### config.mk
export PLATFORM = sky130hd
export DESIGN_NAME = mbox_cnt_engine
export DESIGN_NICKNAME = d
export VERILOG_FILES = /design/src/rtl/mbox_cnt_engine.sv
export SDC_FILE = /design/constraint.sdc
export NUM_CORES = 1
export LEC_CHECK = 0
export BUFFER_PORTS_ARGS = -buffer_cell sky130_fd_sc_hd__buf_4
export CAP_MARGIN = 20
export CORE_AREA = 2 2 236 238
export DETAILED_ROUTE_END_ITERATION = 6
export DIE_AREA = 0 0 238 240
export GPL_ROUTABILITY_DRIVEN = 1
export SYNTH_ARGS = -nofsm -noshare
export SYNTH_HDL_FRONTEND = slang
export SYNTH_SLANG_ARGS = --single-unit
### constraint.sdc
create_clock -name clk -period 5.4 [get_ports clk]
set_clock_uncertainty 0.15 [all_clocks]
set_input_delay 0.54 -clock clk [delete_from_list [all_inputs] [get_ports clk]]
set_output_delay 0.54 -clock clk [all_outputs]
set_load 0.1 [all_outputs]
### src/rtl/mbox_cnt_engine.sv
module mbox_cnt_engine #(
  parameter int NCNT       = 8,
  parameter int CW         = 16,
  parameter logic [CW-1:0] MATCH_INIT = 16'h8000
) (
  input  logic            clk,
  input  logic            rst_n,
  input  logic            wr_en,
  input  logic [5:0]      wr_addr,
  input  logic [7:0]      wr_data,
  input  logic [5:0]      rd_addr,
  output logic [7:0]      rd_data,
  input  logic [NCNT-1:0] din,
  output logic [NCNT-1:0] relay,
  output logic [NCNT-1:0] ovf_flag,
  output logic [NCNT-1:0] match_flag
);
  localparam int SW = $clog2(NCNT);

  logic [3:0][7:0] ob, ib;
  logic            go, echo_v;
  logic [7:0]      pend_code;
  logic [NCNT-1:0] en_q, ovf_en, mat_en, edge_sel, reload;
  logic [NCNT-1:0] s1, s2, s3;
  logic [CW-1:0]   cnt [NCNT];
  logic [CW-1:0]   rst_val [NCNT];
  logic [CW-1:0]   mat_val [NCNT];
  wire  [7:0]      cmd = ob[2];
  wire  [SW-1:0]   sel = ob[0][SW-1:0];

  assign rd_data = (rd_addr[5:2] == 4'h7) ? ib[rd_addr[1:0]] : 8'h00;
  assign reload  = (go && cmd == 8'h29) ? ob[0][NCNT-1:0] : '0;

  always_ff @(posedge clk) begin
    if (!rst_n) begin
      ob <= '0; go <= 1'b0; s1 <= '0; s2 <= '0; s3 <= '0;
    end else begin
      if (wr_en && wr_addr[5:2] == 4'h3) ob[wr_addr[1:0]] <= wr_data;
      go <= wr_en && wr_addr == 6'h0E;
      s1 <= din; s2 <= s1; s3 <= s2;
    end
  end

  always_ff @(posedge clk) begin
    if (!rst_n) begin
      ib <= '0; echo_v <= 1'b0; pend_code <= '0; relay <= '0;
      en_q <= '0; ovf_en <= '0; mat_en <= '0; edge_sel <= '0;
      for (int k = 0; k < NCNT; k++) begin
        rst_val[k] <= '0;
        mat_val[k] <= MATCH_INIT;
      end
    end else begin
      echo_v <= go;
      if (echo_v) ib[2] <= pend_code;
      if (go) begin
        pend_code <= cmd;
        case (cmd)
          8'h00: ib[3] <= 8'(s2);
          8'h01: relay <= ob[0][NCNT-1:0];
          8'h02: ib[0] <= 8'(relay);
          8'h28: en_q <= ob[0][NCNT-1:0];
          8'h2A: ovf_en <= ob[0][NCNT-1:0];
          8'h2B: mat_en <= ob[0][NCNT-1:0];
          8'h2C: edge_sel <= ob[0][NCNT-1:0];
          8'h2F: begin
            ib[0] <= cnt[sel][7:0];
            ib[1] <= cnt[sel][15:8];
          end
          default: begin
            if (cmd[7:4] == 4'h4 && !cmd[3]) rst_val[cmd[SW-1:0]] <= {ob[1], ob[0]};
            if (cmd[7:4] == 4'h4 &&  cmd[3]) mat_val[cmd[SW-1:0]] <= {ob[1], ob[0]};
          end
        endcase
      end
    end
  end

  for (genvar i = 0; i < NCNT; i++) begin : g_cnt
    logic [CW-1:0] c;
    logic ov, mt;
    wire pulse = en_q[i] & (edge_sel[i] ? (~s2[i] & s3[i]) : (s2[i] & ~s3[i]));

    always_ff @(posedge clk) begin
      if (!rst_n) begin
        c <= '0; ov <= 1'b0; mt <= 1'b0;
      end else begin
        if (reload[i])  c <= rst_val[i];
        else if (pulse) c <= c + 1'b1;
        if (pulse && !reload[i] && ovf_en[i] && &c) ov <= 1'b1;
        if (mat_en[i] && c == mat_val[i]) mt <= 1'b1;
      end
    end

    assign cnt[i]        = c;
    assign ovf_flag[i]   = ov;
    assign match_flag[i] = mt;
  end
endmodule

==> results of run 1 <==
-- through the flow --
step | power [mW] | cell area [um2] | cells
after CTS | 8.52 | 27200 | 2981
after floorplan | 4.49 | 24200 | 2235
final | 8.48 | 27200 | 2983
after global placement | 4.56 | 25200 | 2868
after detailed placement | 4.57 | 25200 | 2868
after global routing | 8.67 | 27200 | 2982
-- worst max-delay path, stage by stage (launching register included) --
cell                       delay (ps)
sky130_fd_sc_hd__dfxtp_1          650
sky130_fd_sc_hd__or3b_1           460
sky130_fd_sc_hd__or3_1            530
sky130_fd_sc_hd__or3_1            660
sky130_fd_sc_hd__nor3_2           670
sky130_fd_sc_hd__nand2b_1         690
-- cells by family (layout without fill, tap and decap cells) --
logic type | Yosys count | count (layout) | synth area share
XOR/XNOR | 241 | 241 | 0.0871
flip-flops | 530 | 530 | 0.543
other | 0 | 1 | 0
buffers and inverters | 187 | 230 | 0.0323
multiplexers | 132 | 132 | 0.0751
adder cells (fa/ha/maj) | 8 | 8 | 0.00413
AO/OA/AOI/OAI | 342 | 342 | 0.0763
AND/OR/NAND/NOR | 795 | 795 | 0.182
-- timing repair --
action | in CTS | in global routing
endpoints found under the hold margin | 8 | 0
buffers inserted | 0 | 0
hold buffers | 8 | 0
-- flip-flops by register name, summed over array words and instances, names as in the netlist, 16 cells and up --
| signal | flops |
|---|---|
| g_cnt.c | 128 |
| ib | 32 |
| rst_val | 128 |
| mat_val | 128 |
| ob | 16 |
-- Yosys cell counts, types with 5 or more instances --
cell type	number
sky130_fd_sc_hd__mux2i_1	92
sky130_fd_sc_hd__nand4b_1	5
sky130_fd_sc_hd__dfxtp_1	274
sky130_fd_sc_hd__o211ai_1	12
sky130_fd_sc_hd__xnor2_1	71
sky130_fd_sc_hd__nand2_1	107
sky130_fd_sc_hd__buf_2	6
sky130_fd_sc_hd__and4_1	15
sky130_fd_sc_hd__nand2b_1	15
sky130_fd_sc_hd__clkbuf_1	137
sky130_fd_sc_hd__nand3_1	72
sky130_fd_sc_hd__nor3_1	46
sky130_fd_sc_hd__nor4bb_1	5
sky130_fd_sc_hd__a21oi_1	144
sky130_fd_sc_hd__or3_1	10
sky130_fd_sc_hd__ha_1	8
sky130_fd_sc_hd__xor2_1	170
sky130_fd_sc_hd__buf_4	17
sky130_fd_sc_hd__nor2_1	124
sky130_fd_sc_hd__inv_1	17
sky130_fd_sc_hd__and2_1	253
sky130_fd_sc_hd__nand4_1	44
sky130_fd_sc_hd__buf_1	8
sky130_fd_sc_hd__nand4bb_1	5
sky130_fd_sc_hd__edfxtp_1	256
sky130_fd_sc_hd__mux4_2	40
sky130_fd_sc_hd__a211oi_1	23
sky130_fd_sc_hd__nor2b_1	10
sky130_fd_sc_hd__a31oi_1	10
sky130_fd_sc_hd__nor4_1	35
sky130_fd_sc_hd__and3_1	26
sky130_fd_sc_hd__o21ai_0	139
-- how the worst max path moves through the flow --
stage               start        endpoint  slack, ps  cells after the start
floorplan           rst_n   rst_val[7][0]       1810                      7
CTS                    go   rst_val[4][2]       1210                      5
global placement       go   rst_val[4][3]       1350                      5
global route           go   rst_val[4][2]        960                      5
finish                 go   rst_val[4][2]       1220                      5
detailed placement     go  rst_val[4][13]       1220                      5
-- power by group through the flow --
stage	clock [mW]	sequential (mW)	combinational, mW
final	3.99	4.31	0.178
after global routing	4.17	4.31	0.193
after CTS	4.03	4.30	0.178
after detailed placement	0	4.39	0.173
after global placement	0	4.39	0.170
after floorplan	0	4.38	0.110
-- cell type report --
class	count	share of cell area
sequential	530	0.485
antenna	1	0.0000920
clock inverter	22	0.00823
multi-input combinational	1518	0.379
tap	704	0.0324
timing repair buffer	108	0.0315
clock buffer	83	0.0617
inverter	17	0.00244
-- per-layer routing --
metal / global-route usage / part of all wire / vias to the layer above
met3: 0.0479 / 0.081 / 152
met4: 0.0989 / 0.037 / 4
met2: 0.411 / 0.46 / 689
met1: 0.350 / 0.42 / 8452
li1: - / - / 7903
met5: 0 / 0.00040 / -
==> impl_summary.log, run 1 <==
[metrics] maximum vdd drop: 0.000240 V
[metrics] global-route wire length before repair: about 110000 um
[metrics] data arrival time of the worst path: 4280 ps
[metrics] end-of-flow core utilization: 0.498
[metrics] clock-pin transition on the worst setup and hold timing paths: 60 ps
[metrics] post-synth cell types: 54
[metrics] number of endpoints failing setup at the final stage: 0
[metrics] ratio of cells with drive above 1 in the final layout: 0.112
[metrics] final routed wire length divided by cell count: roughly 25 um
[metrics] via count of the first global-routing pass: around 16000
[metrics] tightest hold margin: 38.7 ps
[metrics] source of the worst hold timing path: wr_data[5]
[metrics] class of the tightest hold or removal check: primary input to flip-flop
[metrics] source-to-sink clock delay at the later pin of the worst-skew pair: ~630 ps
[metrics] fraction of the yosys area taken by sequential cells: 0.543
[metrics] share of total power in the clock network: 0.471
[metrics] Vias per Instance: between 5 and 6
[metrics] total gr overflow: 0
[metrics] number of cells traversed by the worst register-to-register path: 5
[metrics] Critical Path Source Type: flip-flop
[metrics] Post-synth EDFFs: approximately 260
[metrics] flop and latch count out of synthesis: 530
[metrics] area of the core region: approximately 55000 um2
[metrics] master cell of the clock root buffer: sky130_fd_sc_hd__clkbuf_16
[metrics] post-synthesis cell count: 2235
[metrics] dominant synthesized flop cell: sky130_fd_sc_hd__dfxtp_1
[metrics] most frequent standard cell in the layout excluding fill and tap cells: sky130_fd_sc_hd__dfxtp_1
[metrics] category of the most critical setup path: flip-flop to flip-flop
[metrics] biggest fanout along the worst timing path: 16
[metrics] Detail Route Antenna Nets: 0
[metrics] count of unresolved DRC violations after routing: 0
[metrics] switching power as a share of total power: 0.213
[metrics] TritonCTS clock tree: done
[metrics] Final min period: between 4000 and 5000 ps
[metrics] largest net degree at the start of global routing: ~150
[metrics] result of the run: complete, no violations
[metrics] number of placement rows: 86
[metrics] Storage cell area: around 13000 um2
[metrics] commonest cells after routing, fill and taps aside: sky130_fd_sc_hd__dfxtp_1, sky130_fd_sc_hd__edfxtp_1, sky130_fd_sc_hd__and2_1
[metrics] hold path cells: 3
[metrics] initial standard-cell utilization of the core: 0.443
[metrics] overall fraction of global-route tracks in use: 0.258
[metrics] sw power: between 1.5 and 2 mW
[metrics] LEAKAGE: between 10 and 15 nW
[metrics] vertical die dimension: about 240 um
[metrics] fill cell count: slightly below 5000
[metrics] wirelength, routed: roughly 74000 um
[metrics] area used by multi-input combinational logic: approximately 10000 um2
[metrics] CTS buffer count: 56
[metrics] number of nets in the finished design: between 2000 and 2500
[metrics] cell-internal power: roughly 6.7 mW
[metrics] Syn Area/Cell: 10.8 um2
[metrics] Worst Max-Slew Pin Slew: 1060 ps
[metrics] number of max-cap violations: 0
[metrics] R2R Path End: rst_val[4][2]
[metrics] cells taking the most area after synthesis: sky130_fd_sc_hd__edfxtp_1, sky130_fd_sc_hd__dfxtp_1, sky130_fd_sc_hd__and2_1
[metrics] clk sink count: 530
[metrics] area fraction of the dominant cell type after synthesis: 0.317
[metrics] total vias in the final route: between 15000 and 20000
[metrics] normalized max-slew margin: 0.290
[metrics] power per standard cell area: 312 nW/um2
[metrics] final setup margin: ~1200 ps
[metrics] Synth warnings: 0
[metrics] CP endpoint kind: flip-flop
[metrics] worst hold endpoint: ob[13]
[metrics] share of power burned in registers: 0.508
[metrics] post-detailed-placement half-perimeter wirelength: ~48000 um
[metrics] number of antenna violations at the first check in global routing: 15
[metrics] area added between synthesis and finish: 12.2%
[metrics] launching point of the worst reg2reg path: go
[metrics] Resized cells post-CTS: 0
[metrics] R2R setup slack: roughly 1200 ps
[metrics] routability cong.: approximately 0.90
[metrics] accumulated negative setup slack: 0 ps
[metrics] post-synthesis async set-or-reset flop share: 0
[metrics] worst-case clock buffer depth: 3
[metrics] drt initial violations: 1885
[metrics] highest clock frequency the design can meet: around 240 MHz
[metrics] final cycle utilization of the critical path: 0.774
[metrics] Worst EP required: 5500 ps
[metrics] post-synth net total: roughly 2300
[metrics] Combinational Power Share: 0.021
[metrics] post-synthesis instance area: 24200 um2
[metrics] Post-Place Worst Slack: between 1000 and 1500 ps
[metrics] Port-buffer cells: 62
[metrics] hold violation total from the final report: 0
[metrics] Max H-tree Level: 2
[metrics] # IOs: 63
[metrics] pins over their slew limit: 0
[metrics] Die Area: between 50000 and 60000 um2
[metrics] detailed-router iteration count before antenna repair: 7
[metrics] chip width: 238 um
[metrics] cell taking the most area after synthesis: sky130_fd_sc_hd__edfxtp_1
[metrics] RSZ-0062 raised after global routing: false
Power figures use the tool's default switching activity.
==> inputs of run 2 (changes only) <==
--- a/config.mk
+++ b/config.mk
@@ -5,11 +5,12 @@
 export SDC_FILE = /design/constraint.sdc
 export NUM_CORES = 1
 export LEC_CHECK = 0
+export ABC_AREA = 1
 export BUFFER_PORTS_ARGS = -buffer_cell sky130_fd_sc_hd__buf_4
 export CAP_MARGIN = 20
-export CORE_AREA = 2 2 236 238
+export CORE_AREA = 2 2 244 246
 export DETAILED_ROUTE_END_ITERATION = 6
-export DIE_AREA = 0 0 238 240
+export DIE_AREA = 0 0 246 248
 export GPL_ROUTABILITY_DRIVEN = 1
 export SYNTH_ARGS = -nofsm -noshare
 export SYNTH_HDL_FRONTEND = slang
==> constraint.sdc (replaced) <==
create_clock -name clk -period 4 [get_ports clk]
set_clock_uncertainty 0.15 [all_clocks]
set_input_delay 0.4 -clock clk [delete_from_list [all_inputs] [get_ports clk]]
set_output_delay 0.4 -clock clk [all_outputs]
set_load 0.1 [all_outputs]
==> run 2 against run 1 <==
  * Global-route usage increased by 2.9 points
  * First-iteration DRC count increased by 26%
  * Highest routed layer is now met4
  * Critical path depth increased by 3
  * Flip-flop and latch count unchanged
  * Fmax increased by 40%
==> impl_summary.log, run 2 <==
[metrics] result of the run: complete, no violations
[metrics] data arrival time of the worst path: ~3100 ps
[metrics] most frequent standard cell in the layout excluding fill and tap cells: sky130_fd_sc_hd__nand2_1
[metrics] count of unresolved DRC violations after routing: 0
[metrics] vertical die dimension: about 250 um
[metrics] commonest cells after routing, fill and taps aside: sky130_fd_sc_hd__nand2_1, sky130_fd_sc_hd__nor2_1, sky130_fd_sc_hd__inv_1
[metrics] total gr overflow: 0
[metrics] number of placement rows: 89
[metrics] final cycle utilization of the critical path: 0.744
[metrics] pins over their slew limit: 0
[metrics] post-synthesis instance area: 26000 um2
[metrics] fill cell count: 5659
[metrics] post-synth cell types: 41
[metrics] via count of the first global-routing pass: approximately 22000
[metrics] LEAKAGE: 11.2 nW
[metrics] post-detailed-placement half-perimeter wirelength: roughly 60000 um
[metrics] tightest hold margin: 166 ps
[metrics] Critical Path Source Type: flip-flop
[metrics] final instance count without filler cells: around 4200
[metrics] master cell of the clock root buffer: sky130_fd_sc_hd__clkbuf_16
[metrics] number of buffers inserted by post-CTS setup repair: 0
[metrics] area fraction of the dominant cell type after synthesis: 0.296
[metrics] detailed-router iteration count before antenna repair: 6
[metrics] biggest fanout along the worst timing path: 16
[metrics] number of antenna violations at the first check in global routing: 0
[metrics] biggest registers after layout: g_cnt.c (128), mat_val (128), rst_val (128)
[metrics] post-synthesis cell count: approximately 3400
[metrics] Detail Route Antenna Nets: 0
[metrics] area used by multi-input combinational logic: 10600 um2
[metrics] Worst EP required: 4090 ps
[metrics] cell taking the most area after synthesis: sky130_fd_sc_hd__edfxtp_1
[metrics] number of max-cap violations: 0
[metrics] largest net degree at the start of global routing: 139
[metrics] chip width: around 250 um
[metrics] global-route wire length before repair: 132000 um
[metrics] ratio of cells with drive above 1 in the final layout: 0.0704
[metrics] number of endpoints failing setup at the final stage: 0
[metrics] fraction of the yosys area taken by sequential cells: 0.507
[metrics] CTS buffer count: 57
[metrics] CP endpoint kind: flip-flop
[metrics] class of the tightest hold or removal check: primary input to flip-flop
[metrics] # IOs: between 60 and 70
[metrics] Die Area: around 61000 um2
[metrics] clock-pin transition on the worst setup and hold timing paths: ~60 ps
[metrics] area added between synthesis and finish: 12.1%
[metrics] maximum vdd drop: between 0.0004 and 0.0005 V
[metrics] number of nets in the finished design: between 3000 and 4000
[metrics] Syn Area/Cell: between 7 and 8 um2
[metrics] Storage cell area: between 10000 and 15000 um2
[metrics] post-synthesis async set-or-reset flop share: 0
[metrics] RSZ-0062 raised after global routing: false
[metrics] total vias in the final route: approximately 23000
[metrics] hold violation total from the final report: 0
[metrics] drt initial violations: ~2400
[metrics] normalized max-slew margin: 0.221
[metrics] Max H-tree Level: 2
[metrics] Worst Max-Slew Pin Slew: 1170 ps
[metrics] top cells by instance count after synthesis: sky130_fd_sc_hd__nand2_1, sky130_fd_sc_hd__nor2_1, sky130_fd_sc_hd__inv_1
[metrics] initial standard-cell utilization of the core: 0.444
[metrics] Final min period: approximately 3000 ps
[metrics] flop and latch count out of synthesis: 530
[metrics] wirelength, routed: 88400 um
[metrics] accumulated negative setup slack: 0 ps
[metrics] Vias per Instance: approximately 5.5
[metrics] ant diodes: 0
[metrics] dominant synthesized flop cell: sky130_fd_sc_hd__dfxtp_1
[metrics] area of the core region: between 50000 and 60000 um2
[metrics] cells taking the most area after synthesis: sky130_fd_sc_hd__edfxtp_1, sky130_fd_sc_hd__dfxtp_1, sky130_fd_sc_hd__nand2_1
[metrics] routability cong.: between 0.9 and 1
[metrics] cell with the most instances after synthesis: sky130_fd_sc_hd__nand2_1
[metrics] worst-case clock buffer depth: 3
[metrics] clk sink count: between 500 and 600
[metrics] power per standard cell area: ~400 nW/um2
[metrics] final routed wire length divided by cell count: approximately 21 um
[metrics] source-to-sink clock delay at the later pin of the worst-skew pair: a little over 600 ps
[metrics] post-synth net total: roughly 3400
[metrics] overall fraction of global-route tracks in use: 0.287
[metrics] TritonCTS clock tree: done
[metrics] Port-buffer cells: 62
[metrics] cell count after placement: approximately 4100
[metrics] Post-synth EDFFs: 256
[metrics] category of the most critical setup path: flip-flop to flip-flop
[metrics] highest clock frequency the design can meet: ~340 MHz
[metrics] end-of-flow core utilization: 0.498
[metrics] Synth warnings: 0
run 2: worst max-delay path: stages (launching register included):
cell and delay, ps:
sky130_fd_sc_hd__dfxtp_1 350, sky130_fd_sc_hd__nor2_1 150, sky130_fd_sc_hd__nand3_1 140, sky130_fd_sc_hd__nor3_2 240
sky130_fd_sc_hd__buf_4 190, sky130_fd_sc_hd__inv_1 200, sky130_fd_sc_hd__nor2_1 410, sky130_fd_sc_hd__inv_2 210
sky130_fd_sc_hd__nand2_1 540
run 2: cell type report:
| type | count | area share |
|---|---|---|
| well taps | 773 | 0.0332 |
| clock buffers | 77 | 0.0544 |
| clock inverters | 26 | 0.0101 |
| flip-flops and latches | 530 | 0.453 |
| repair buffers | 124 | 0.0350 |
| inverters | 382 | 0.0493 |
| multi-input cells | 2312 | 0.365 |
run 2: final timing paths:
kind	endpoint	cells after the start	slack (ps)	startpoint
max	mat_val[1][4]	8	1030	cmd[4]
min	go	4	170	rst_n
max reg2reg	mat_val[1][4]	8	1030	cmd[4]
min reg2reg	s2[5]	2	270	s1[5]
run 2: power by group:
part           leakage (nW)  total, mW  internal, mW  switching [mW]
clock network         0.917       5.38          3.15            2.23
logic                  5.47      0.320        0.0914           0.229
registers              4.83       5.81          5.77          0.0420
run 2: kinds of logic after synthesis:
logic type	Yosys count	share of synthesized area
adders and majority gates	8	0.00386
buffers and inverters	547	0.0829
DFF	530	0.507
xor gates and xnor gates	75	0.0253
AOI/OAI and AO/OA	586	0.116
and+or+nand+nor	1643	0.264
run 2: repair_timing:
item                                   4_1_cts  5_1_grt
hold buffers                                16        0
gates resized for setup                      0        0
endpoints found under the hold margin       30        0
run 2: per-stage QoR:
| stage | worst slack, ps | cell area (um2) | total power, mW |
|---|---|---|---|
| CTS | 977 | 29100 | 11.6 |
| finish | 1030 | 29100 | 11.5 |
| global placement | 1000 | 27000 | 6.23 |
| global route | 912 | 29100 | 11.8 |
| detailed placement | 1010 | 27100 | 6.24 |
| floorplan | 840 | 26000 | 6.10 |
run 2: metal layers:
| layer | up-vias | wire length (um) | track usage |
|---|---|---|---|
| met4 | 0 | 4630 | 0.139 |
| met1 | 11000 | 36600 | 0.378 |
| li1 | 11100 | - | - |
| met5 | - | 0 | 0 |
| met3 | 235 | 6030 | 0.0340 |
| met2 | 947 | 41200 | 0.471 |
==> inputs of run 3 (changes only) <==
==> constraint.sdc (replaced) <==
create_clock -name clk -period 2.8 [get_ports clk]
set_clock_uncertainty 0.15 [all_clocks]
set_input_delay 0.28 -clock clk [delete_from_list [all_inputs] [get_ports clk]]
set_output_delay 0.28 -clock clk [all_outputs]
set_load 0.1 [all_outputs]
==> run 3 against run 2 <==
  * Cell count up 1.3%
  * Fmax up 20%
  * The flow now finishes with violations (DRC)
  * Clock power up 54%
  * Global-route usage up 0.44 points
  * Combinational power up 52%
  * Flip-flop and latch count unchanged
  * Core utilization up 1.1 points
==> impl_summary.log, run 3 (synthesis results as in run 2) <==
[metrics] result of the run: finished, violations left
[metrics] violated checks: DRC
[metrics] post-detailed-placement half-perimeter wirelength: 62000 um
[metrics] class of the tightest hold or removal check: primary input to flip-flop
[metrics] largest net degree at the start of global routing: between 100 and 150
[metrics] worst-case clock buffer depth: 3
[metrics] number of max-cap violations: 0
[metrics] source-to-sink clock delay at the later pin of the worst-skew pair: 640 ps
[metrics] detailed-router iteration count before antenna repair: 7
[metrics] total gr overflow: 0
[metrics] area added between synthesis and finish: 14.6%
[metrics] ant diodes: 0
[metrics] global-route wire length before repair: around 130000 um
[metrics] total vias in the final route: roughly 23000
[metrics] number of nets in the finished design: 3498
[metrics] Die Area: about 61000 um2
[metrics] count of unresolved DRC violations after routing: 8
[metrics] Critical Path Source Type: flip-flop
[metrics] via count of the first global-routing pass: between 20000 and 25000
[metrics] end-of-flow core utilization: 0.509
[metrics] Vias per Instance: 5.44
[metrics] normalized max-slew margin: 0.356
[metrics] accumulated negative setup slack: 0 ps
[metrics] master cell of the clock root buffer: sky130_fd_sc_hd__clkbuf_16
[metrics] ratio of cells with drive above 1 in the final layout: 0.0872
[metrics] CTS buffer count: 60
[metrics] drt initial violations: 2082
[metrics] power per standard cell area: around 570 nW/um2
[metrics] LEAKAGE: 11.6 nW
[metrics] Worst Max-Slew Pin Slew: 965 ps
[metrics] TritonCTS clock tree: done
[metrics] RSZ-0062 raised after global routing: false
[metrics] Worst EP required: about 3000 ps
[metrics] clk sink count: 530
[metrics] vertical die dimension: 248 um
[metrics] number of endpoints failing setup at the final stage: 0
[metrics] commonest cells after routing, fill and taps aside: sky130_fd_sc_hd__nand2_1, sky130_fd_sc_hd__nor2_1, sky130_fd_sc_hd__inv_1
[metrics] final routed wire length divided by cell count: 21.0 um
[metrics] fill cell count: 5716
[metrics] area of the core region: 58500 um2
[metrics] clock-pin transition on the worst setup and hold timing paths: ~60 ps
[metrics] Final min period: roughly 2500 ps
[metrics] final cycle utilization of the critical path: 0.882
[metrics] chip width: about 250 um
[metrics] category of the most critical setup path: flip-flop to flip-flop
[metrics] routability cong.: roughly 0.99
[metrics] Resized cells post-CTS: 0
[metrics] number of placement rows: between 80 and 90
[metrics] Port-buffer cells: 62
[metrics] biggest fanout along the worst timing path: 16
[metrics] CP endpoint kind: flip-flop
[metrics] highest clock frequency the design can meet: approximately 410 MHz
[metrics] number of antenna violations at the first check in global routing: 0
[metrics] pins over their slew limit: 0
[metrics] overall fraction of global-route tracks in use: 0.292
[metrics] hold violation total from the final report: 0
[metrics] # IOs: 63
[metrics] Max H-tree Level: 2
[metrics] Detail Route Antenna Nets: 0
[metrics] wirelength, routed: between 80000 and 90000 um
[metrics] data arrival time of the worst path: between 2000 and 3000 ps
[metrics] biggest registers after layout: g_cnt.c (128), mat_val (128), rst_val (128)
[metrics] maximum vdd drop: 0.000587 V
[metrics] most frequent standard cell in the layout excluding fill and tap cells: sky130_fd_sc_hd__nand2_1
[metrics] initial standard-cell utilization of the core: 0.444
## run 3: metal layers
metal,GRT usage,share of wire,vias up
met5,0,0,-
met4,0.115,0.040,0
met3,0.0355,0.066,155
met2,0.491,0.48,884
met1,0.382,0.42,11000
li1,-,-,11200
## run 3: worst max-delay path, stage by stage, from the launching register on
cell and delay, ps:
sky130_fd_sc_hd__dfxtp_1 340, sky130_fd_sc_hd__nor2_1 160, sky130_fd_sc_hd__nand3_1 140, sky130_fd_sc_hd__nor3_2 190, sky130_fd_sc_hd__inv_1 210, sky130_fd_sc_hd__nor2_1 370, sky130_fd_sc_hd__inv_2 210, sky130_fd_sc_hd__nand2_1 110
sky130_fd_sc_hd__buf_4 250
## run 3: timing repair
action	4_1_cts	5_1_grt
setup endpoints to repair	0	1
endpoints found under the hold margin	33	0
hold buffers	17	0
buffers inserted	0	5
## run 3: area by class of cell
cell class / instances / area (um2) / area share
sequential: 530 / 13200 / 0.443
multi-input combinational: 2312 / 10700 / 0.358
clock buffer: 81 / 1670 / 0.0561
timing repair buffer: 173 / 1440 / 0.0484
inverter: 382 / 1430 / 0.0482
tap: 773 / 967 / 0.0325
clock inverter: 30 / 408 / 0.0137
## run 3: power by group
part,internal (mW),switching (mW),leakage (nW)
Combinational,0.152,0.336,5.73
Clock,5.00,3.27,1.01
Sequential,8.24,0.0561,4.82
## run 3: worst paths after layout
kind                   endpoint       start  cells after the start  slack, ps
setup / recovery  mat_val[0][6]      cmd[4]                      8        330
hold / removal            ob[9]  wr_addr[1]                      4        130
setup reg to reg  mat_val[0][6]      cmd[4]                      8        330
hold reg to reg           s2[7]       s1[7]                      2        260
## run 3: through the flow
| stage | power [mW] | hold WS (ps) | worst slack (ps) | cell area, um2 | instances |
|---|---|---|---|---|---|
| floorplan | 8.72 | 228 | 442 | 26000 | 3389 |
| global placement | 8.91 | 245 | 256 | 27400 | 4147 |
| detailed placement | 8.92 | 249 | 140 | 27400 | 4147 |
| CTS | 17.2 | 104 | 129 | 29700 | 4275 |
| global route | 17.5 | 181 | 191 | 29800 | 4281 |
| finish | 17.1 | 129 | 331 | 29800 | 4281 |
